===== src/rtl/bwa_pkg.sv =====
package bwa_pkg;
  typedef enum logic [1:0] {
    ST_IDLE   = 2'd0,
    ST_STROBE = 2'd1,
    ST_DATA   = 2'd2
  } seq_st_e;

  typedef enum logic [1:0] {
    DW_FULL = 2'd0,
    DW_HALF = 2'd1,
    DW_BYTE = 2'd2
  } dev_w_e;
endpackage


===== src/rtl/bwa_size_sel.sv =====
module bwa_size_sel
  import bwa_pkg::*;
#(
  parameter int LANES = 4,
  parameter int OFF_W = $clog2(LANES)
) (
  input  logic             sz8_n,
  input  logic             sz16_n,
  input  logic             wb,
  input  logic [OFF_W-1:0] off,
  output dev_w_e           dev_w,
  output logic [OFF_W:0]   nbytes,
  output logic             last
);
  localparam int CW = OFF_W + 1;

  logic [CW-1:0] remain;
  logic [CW-1:0] wbytes;

  always_comb begin
    remain = CW'(LANES) - CW'(off);
    if (wb) begin
      dev_w  = DW_FULL;
      wbytes = CW'(LANES);
    end else if (!sz8_n) begin
      dev_w  = DW_BYTE;
      wbytes = CW'(1);
    end else if (!sz16_n) begin
      dev_w  = DW_HALF;
      wbytes = CW'(2);
    end else begin
      dev_w  = DW_FULL;
      wbytes = CW'(LANES);
    end
    nbytes = (wbytes < remain) ? wbytes : remain;
    last   = (nbytes == remain);
  end
endmodule


===== src/rtl/bwa_wr_steer.sv =====
module bwa_wr_steer #(
  parameter int LANES = 4,
  parameter int OFF_W = $clog2(LANES),
  parameter int DATA_W = 8 * LANES
) (
  input  logic [DATA_W-1:0] word,
  input  logic [OFF_W-1:0]  off,
  output logic [DATA_W-1:0] lane_data,
  output logic [LANES-1:0]  lane_par
);
  logic [DATA_W-1:0] shifted;

  assign shifted   = word >> {off, 3'b000};
  assign lane_data = shifted;

  for (genvar k = 0; k < LANES; k++) begin : g_par
    assign lane_par[k] = ^shifted[8*k +: 8];
  end
endmodule


===== src/rtl/bwa_rd_merge.sv =====
module bwa_rd_merge #(
  parameter int LANES = 4,
  parameter int OFF_W = $clog2(LANES),
  parameter int DATA_W = 8 * LANES
) (
  input  logic [DATA_W-1:0] acc,
  input  logic [DATA_W-1:0] rdata,
  input  logic [OFF_W-1:0]  off,
  input  logic [OFF_W:0]    nbytes,
  output logic [DATA_W-1:0] merged
);
  logic [DATA_W-1:0] shifted;
  logic [OFF_W:0]    lo;
  logic [OFF_W:0]    hi;
  logic [LANES-1:0]  take;

  assign shifted = rdata << {off, 3'b000};
  assign lo      = {1'b0, off};
  assign hi      = lo + nbytes;

  for (genvar j = 0; j < LANES; j++) begin : g_byte
    localparam logic [OFF_W:0] JV = (OFF_W+1)'(j);
    assign take[j]          = (JV >= lo) && (JV < hi);
    assign merged[8*j +: 8] = take[j] ? shifted[8*j +: 8] : acc[8*j +: 8];
  end
endmodule


===== src/rtl/bwa_seq.sv =====
module bwa_seq
  import bwa_pkg::*;
#(
  parameter int LANES = 4,
  parameter int OFF_W = $clog2(LANES)
) (
  input  logic             clk,
  input  logic             rst,
  input  logic             req,
  input  logic             rdy,
  input  logic             last,
  input  logic [OFF_W-1:0] step,
  output seq_st_e          st,
  output seq_st_e          st_nxt,
  output logic [OFF_W-1:0] off,
  output logic             accept,
  output logic             beat,
  output logic             finish
);
  always_comb begin
    st_nxt = st;
    accept = 1'b0;
    beat   = 1'b0;
    finish = 1'b0;
    case (st)
      ST_IDLE: begin
        if (req) begin
          accept = 1'b1;
          st_nxt = ST_STROBE;
        end
      end
      ST_STROBE: st_nxt = ST_DATA;
      ST_DATA: begin
        if (rdy) begin
          beat = 1'b1;
          if (last) begin
            finish = 1'b1;
            st_nxt = ST_IDLE;
          end else begin
            st_nxt = ST_STROBE;
          end
        end
      end
      default: st_nxt = ST_IDLE;
    endcase
  end

  always_ff @(posedge clk) begin
    if (rst) begin
      st  <= ST_IDLE;
      off <= '0;
    end else begin
      st <= st_nxt;
      if (accept)
        off <= '0;
      else if (beat && !last)
        off <= off + step;
    end
  end

  p_strobe_then_data_r12: assert property (@(posedge clk) disable iff (rst)
    (st == ST_STROBE) |=> (st == ST_DATA));

  p_offset_moves_r3: assert property (@(posedge clk) disable iff (rst)
    (beat && !last) |=> (off != $past(off)));

  p_offset_clear_r1: assert property (@(posedge clk) disable iff (rst)
    accept |=> (off == '0));
endmodule


===== src/rtl/bus_width_adapter.sv =====
module bus_width_adapter
  import bwa_pkg::*;
#(
  parameter int ADDR_W = 32,
  parameter int DATA_W = 32,
  localparam int LANES = DATA_W / 8,
  localparam int OFF_W = $clog2(LANES)
) (
  input  logic                    clk,
  input  logic                    rst,
  input  logic                    m_req,
  input  logic                    m_we,
  input  logic                    m_wb,
  input  logic [ADDR_W-OFF_W-1:0] m_waddr,
  input  logic [DATA_W-1:0]       m_wdata,
  output logic                    m_done,
  output logic [DATA_W-1:0]       m_rdata,
  output logic                    b_start,
  output logic [ADDR_W-1:0]       b_addr,
  output logic                    b_we,
  output logic                    b_wdrive,
  output logic [DATA_W-1:0]       b_wdata,
  output logic [LANES-1:0]        b_wpar,
  input  logic [DATA_W-1:0]       b_rdata,
  input  logic                    b_rdy,
  input  logic                    b_sz8_n,
  input  logic                    b_sz16_n
);
  seq_st_e st, st_nxt;
  dev_w_e  dev_w;

  logic [OFF_W-1:0]        off;
  logic [OFF_W:0]          nbytes;
  logic                    last, accept, beat, finish;
  logic [ADDR_W-OFF_W-1:0] addr_q;
  logic [DATA_W-1:0]       word_q, acc_q, rdata_q, merged;
  logic [DATA_W-1:0]       lane_data, wdata_q;
  logic [LANES-1:0]        lane_par, wpar_q;
  logic                    we_q, wb_q, done_q, start_q, wdrive_q;

  bwa_size_sel #(.LANES(LANES), .OFF_W(OFF_W)) u_size (
    .sz8_n (b_sz8_n),
    .sz16_n(b_sz16_n),
    .wb    (wb_q),
    .off   (off),
    .dev_w (dev_w),
    .nbytes(nbytes),
    .last  (last)
  );

  bwa_seq #(.LANES(LANES), .OFF_W(OFF_W)) u_seq (
    .clk   (clk),
    .rst   (rst),
    .req   (m_req),
    .rdy   (b_rdy),
    .last  (last),
    .step  (nbytes[OFF_W-1:0]),
    .st    (st),
    .st_nxt(st_nxt),
    .off   (off),
    .accept(accept),
    .beat  (beat),
    .finish(finish)
  );

  bwa_wr_steer #(.LANES(LANES), .OFF_W(OFF_W), .DATA_W(DATA_W)) u_steer (
    .word     (word_q),
    .off      (off),
    .lane_data(lane_data),
    .lane_par (lane_par)
  );

  bwa_rd_merge #(.LANES(LANES), .OFF_W(OFF_W), .DATA_W(DATA_W)) u_merge (
    .acc   (acc_q),
    .rdata (b_rdata),
    .off   (off),
    .nbytes(nbytes),
    .merged(merged)
  );

  always_ff @(posedge clk) begin
    if (rst) begin
      addr_q   <= '0;
      word_q   <= '0;
      we_q     <= 1'b0;
      wb_q     <= 1'b0;
      acc_q    <= '0;
      rdata_q  <= '0;
      done_q   <= 1'b0;
      start_q  <= 1'b0;
      wdrive_q <= 1'b0;
      wdata_q  <= '0;
      wpar_q   <= '0;
    end else begin
      if (accept) begin
        addr_q <= m_waddr;
        word_q <= m_wdata;
        we_q   <= m_we;
        wb_q   <= m_wb;
        acc_q  <= '0;
      end else if (beat) begin
        acc_q <= merged;
      end
      if (finish)
        rdata_q <= merged;
      done_q  <= finish;
      start_q <= (st_nxt == ST_STROBE);
      if (st_nxt == ST_DATA && we_q) begin
        wdrive_q <= 1'b1;
        wdata_q  <= lane_data;
        wpar_q   <= lane_par;
      end else begin
        wdrive_q <= 1'b0;
        wdata_q  <= '0;
        wpar_q   <= '0;
      end
    end
  end

  assign m_done   = done_q;
  assign m_rdata  = rdata_q;
  assign b_start  = start_q;
  assign b_addr   = {addr_q, off};
  assign b_we     = we_q;
  assign b_wdrive = wdrive_q;
  assign b_wdata  = wdata_q;
  assign b_wpar   = wpar_q;

  p_full_one_beat_r1: assert property (@(posedge clk) disable iff (rst)
    (beat && b_sz8_n && b_sz16_n && off == '0) |-> last);

  p_byte_wins_r4: assert property (@(posedge clk) disable iff (rst)
    (beat && !wb_q && !b_sz8_n) |-> (dev_w == DW_BYTE && nbytes == 1));

  p_wb_single_r6: assert property (@(posedge clk) disable iff (rst)
    (beat && wb_q) |-> last);

  p_strobe_no_data_r8: assert property (@(posedge clk) disable iff (rst)
    b_start |-> (!b_wdrive && b_wdata == '0 && b_wpar == '0));

  p_quiet_parity_r9: assert property (@(posedge clk) disable iff (rst)
    !b_wdrive |-> (b_wpar == '0));

  p_done_pulse_r11: assert property (@(posedge clk) disable iff (rst)
    m_done |=> !m_done);

  p_start_spaced_r12: assert property (@(posedge clk) disable iff (rst)
    b_start |=> !b_start);

  p_idle_quiet_r13: assert property (@(posedge clk) disable iff (rst)
    (st == ST_IDLE) |-> !b_wdrive);
endmodule


===== config.mk =====
export PLATFORM = sky130hd
export DESIGN_NAME = bus_width_adapter
export DESIGN_NICKNAME = d
export VERILOG_FILES = /design/src/rtl/bwa_pkg.sv /design/src/rtl/bwa_size_sel.sv /design/src/rtl/bwa_wr_steer.sv /design/src/rtl/bwa_rd_merge.sv /design/src/rtl/bwa_seq.sv /design/src/rtl/bus_width_adapter.sv
export SDC_FILE = /design/constraint.sdc
export NUM_CORES = 1
export LEC_CHECK = 0
export CAP_MARGIN = 10
export CORE_UTILIZATION = 48
export DETAILED_ROUTE_END_ITERATION = 7
export PLACE_DENSITY = 0.86
export SETUP_SLACK_MARGIN = 0.15
export SYNTH_ARGS = -nofsm -noshare
export SYNTH_HDL_FRONTEND = slang
export SYNTH_SLANG_ARGS = --single-unit

===== constraint.sdc =====
create_clock -name clk -period 4.4 [get_ports clk]
set_input_delay 0.88 -clock clk [delete_from_list [all_inputs] [get_ports clk]]
set_output_delay 0.88 -clock clk [all_outputs]
set_load 0.02 [all_outputs]

==> summary.txt <==
Layout
  • P&R area growth vs syn: 36.4%
  • Final std cells w/o fill: 1203
  • Antenna Cells: 0
  • Layout cells sized above 1: 6.87%
  • Most common cell after layout, fill and taps aside: clkdlybuf4s50_1
  • Most frequent cells in the layout: 204 x clkdlybuf4s50_1, 170 x dfxtp_1, 136 x nand2_1
  • # nets final: between 1000 and 1500
  • Cell area after layout: 9900 um^2

Placement
  • Detailed Place HPWL: 13.6 mm
  • RD Place Congestion: just under 0.9
  • Port Buffers: 205
  • Placement Cell Area: 9320 um^2
  • Cells after DPL: 1171

Yosys
  • Share of the synthesized area in the top cell type: 47.2%
  • Avg Cell Area, Syn: 8.70 um^2
  • Sequential share of the synthesized area: a little under half
  • Synth warnings: 0
  • Area contributors post-synth: dfxtp_1 47%, a21oi_1 7.1%, nand2_1 7.1%
  • Syn_nets: around 950
  • FF+latch count, synth: 171
  • Cell variety after synth: 40
  • EDFF count, synth: 0
  • Cells after synthesis: 834
  • Mapped Area: slightly above 7000 um^2
  • Synth area leader: dfxtp_1
  • Primary FF master, synth: dfxtp_1
  • Ys async rst share: 0%

CTS
  • Post-CTS sizing: 0
  • CTS clk-pin slew, worst paths: 0.06 ns
  • Clock latency on the worst-skew pair: 0.42 ns
  • CTS tree: built
  • Hold_buf cts: 0
  • CTS Root Cell: clkbuf_16
  • H-tree Lvls: 4
  • Clock Sinks: around 170
  • TritonCTS buffer count: 17
  • Post-CTS Setup Bufs: 0
  • Maximum buffer depth of the clock tree: 2

Critical path
  • Crit end category: flip-flop
  • Crit Path Max Fanout: 16
  • Worst r2r path cells: 14
  • Critical path required time: 4.67 ns
  • CP startpoint kind: input port
  • Critical path class: in2reg
  • Arr. time, crit path: 4.11 ns
  • Delay-heaviest family, CP: compound AO/OA/AOI/OAI gates
  • Crit path buf inv count: 1
  • Crit-path slowest cell: clkdlybuf4s50_1
  • CP peak stage delay: 0.52 ns
  • Total stage count of the critical path: 13
  • Critical-path cell list: clkdlybuf4s50_1 -> or3b_4 -> nand2_1 -> a21oi_1 -> nor2_1 -> o32ai_1 -> ha_1 -> fa_1 -> xnor2_1 -> a21o_1 -> nor2_1 -> a21oi_1 -> a311oi_1

Timing
  • Fmax: 0.260 GHz
  • Hold Vio Cnt, Final: 0
  • RSZ-0062 raised after global routing: no
  • Period Utilization, post-route: 87.3%
  • Slew margin rel.: 38.0%
  • Max-slew violations: 0
  • Minimum clock period: between 3 and 4 ns
  • Slew @ Worst Pin: just over 0.9 ns
  • Clock skew: approximately 0.0054 ns
  • Final Setup Violations: 0
  • Setup_tns: 0 ns

Drt
  • DRC: 18
  • DR iter-0 viols: 483
  • Antenna violation net count after detailed routing: 0
  • DRT Pass-1 Iters: 7
  • Total number of vias: 6529
  • Routed WL: between 15 and 20 mm
  • Routed WL per cell: 16.4 um
  • Via/cell ratio: 5.43

Floorplan
  • Core footprint: between 10000 and 15000 um^2
  • IO Pins: about 200
  • Initial Utilization: 49.6%
  • DIE AREA: 15600 um^2
  • FP Rows: 44
  • Die span in x: 125 um
  • Die height: 125 um

Status
  • Failing checks: DRC
  • Status: finished with violations

Power and ir drop
  • Leak pwr: 3.53 nW
  • PwrDens: 368 nW/um^2
  • Worst vdd ir: ~270 uV

GRT
  • First-pass GRT wire length: 31.4 mm
  • Initial antenna violation count: 0
  • Largest net degree at the start of global routing: slightly below 70
  • Vias in the first global route: 6288
  • All-layer global routing usage: 25.4%
  • Grt ovf: 0

Job
  • Max Cap Violations: 0

Worst hold path
  • Worst Hold Class: reg2reg
  • Hold depth: 2
path summary, 6_finish.rpt:
check,slack [ns],endpoint,startpoint
worst min register to register,0.45,addr_q[28]$_SDFFE_PP0P_,addr_q[28]$_SDFFE_PP0P_
worst max-delay path,0.56,m_rdata[21]$_SDFFE_PP0P_,b_sz8_n
worst max register to register,0.75,m_rdata[21]$_SDFFE_PP0P_,u_seq.off[0]$_SDFFE_PP0P_
worst min-delay path,0.45,addr_q[28]$_SDFFE_PP0P_,addr_q[28]$_SDFFE_PP0P_
stage by stage:
step                      setup slack [ns]  util (%)  hold slack (ns)  power (mW)
after floorplan                      0.386         -            0.436        1.98
after global placement               0.346      63.7            0.441        2.18
after detailed placement             0.205      63.7            0.446        2.19
after CTS                            0.609      67.6            0.454        3.66
after global routing                 0.384      67.6            0.469        3.78
final                                0.557      67.6            0.451        3.64
where the power goes:
group          leakage, nW  total [mW]  switching [mW]  internal (mW)
registers             1.39        1.64          0.0411           1.60
logic                 1.87       0.523           0.279          0.244
clock network        0.278        1.47           0.606          0.869
total                 3.53        3.64           0.926           2.72
synthesized netlist by cell type (7+ instances only):
cell type / n
a22oi_1: 8
a211oi_1: 43
clkbuf_1: 38
nor2b_1: 9
buf_6: 7
a211oi_2: 14
mux2_2: 8
nor2_1: 117
mux2i_1: 48
xnor2_1: 21
buf_1: 9
ha_1: 8
nand2_1: 137
a21oi_1: 103
and2_1: 11
and3_1: 9
o21ai_0: 19
dfxtp_1: 171
kinds of logic after synthesis:
family	after synthesis	share of synthesized area [%]
and+or+nand+nor	294	16.6
buffers and inverters	69	4.52
muxes	56	7.86
xor gates and xnor gates	27	3.67
DFF	171	47.2
adders and majority gates	9	1.65
AOI/OAI and AO/OA	208	18.5
flip-flops by register name, indices dropped and copies added (netlist names):
signal / cells
acc_q: 32
b_wdata: 32
m_rdata: 32
word_q: 32
addr_q: 30
b_wpar: 4
u_seq.off: 2
u_seq.st: 2
b_start: 1
b_wdrive: 1
b_we: 1
m_done: 1
wb_q: 1
tightest hold or removal path: stages (launching register included):
cell,delay [ns]
dfxtp_1,0.31
nand2_1,0.05
a21oi_1,0.05
metal layers:
metal	part of all wire (%)	GRT usage (%)	up-vias
met4	2.5	10.3	0
met5	0	0	-
met2	47	40.0	267
met1	43	32.5	3028
li1	-	-	3195
met3	8.2	7.62	39
layout make-up:
type / count / area (um^2)
Clock inverter: 9 / 115
Timing Repair Buffer: 214 / 2120
Inverter: 8 / 30.0
Sequential cell: 171 / 3420
Clock buffer: 23 / 468
Fill cell: 1162 / 4740
Tap cell: 184 / 230
Multi-Input combinational cell: 594 / 3520
Note: power is estimated with default switching activity, not from simulation.
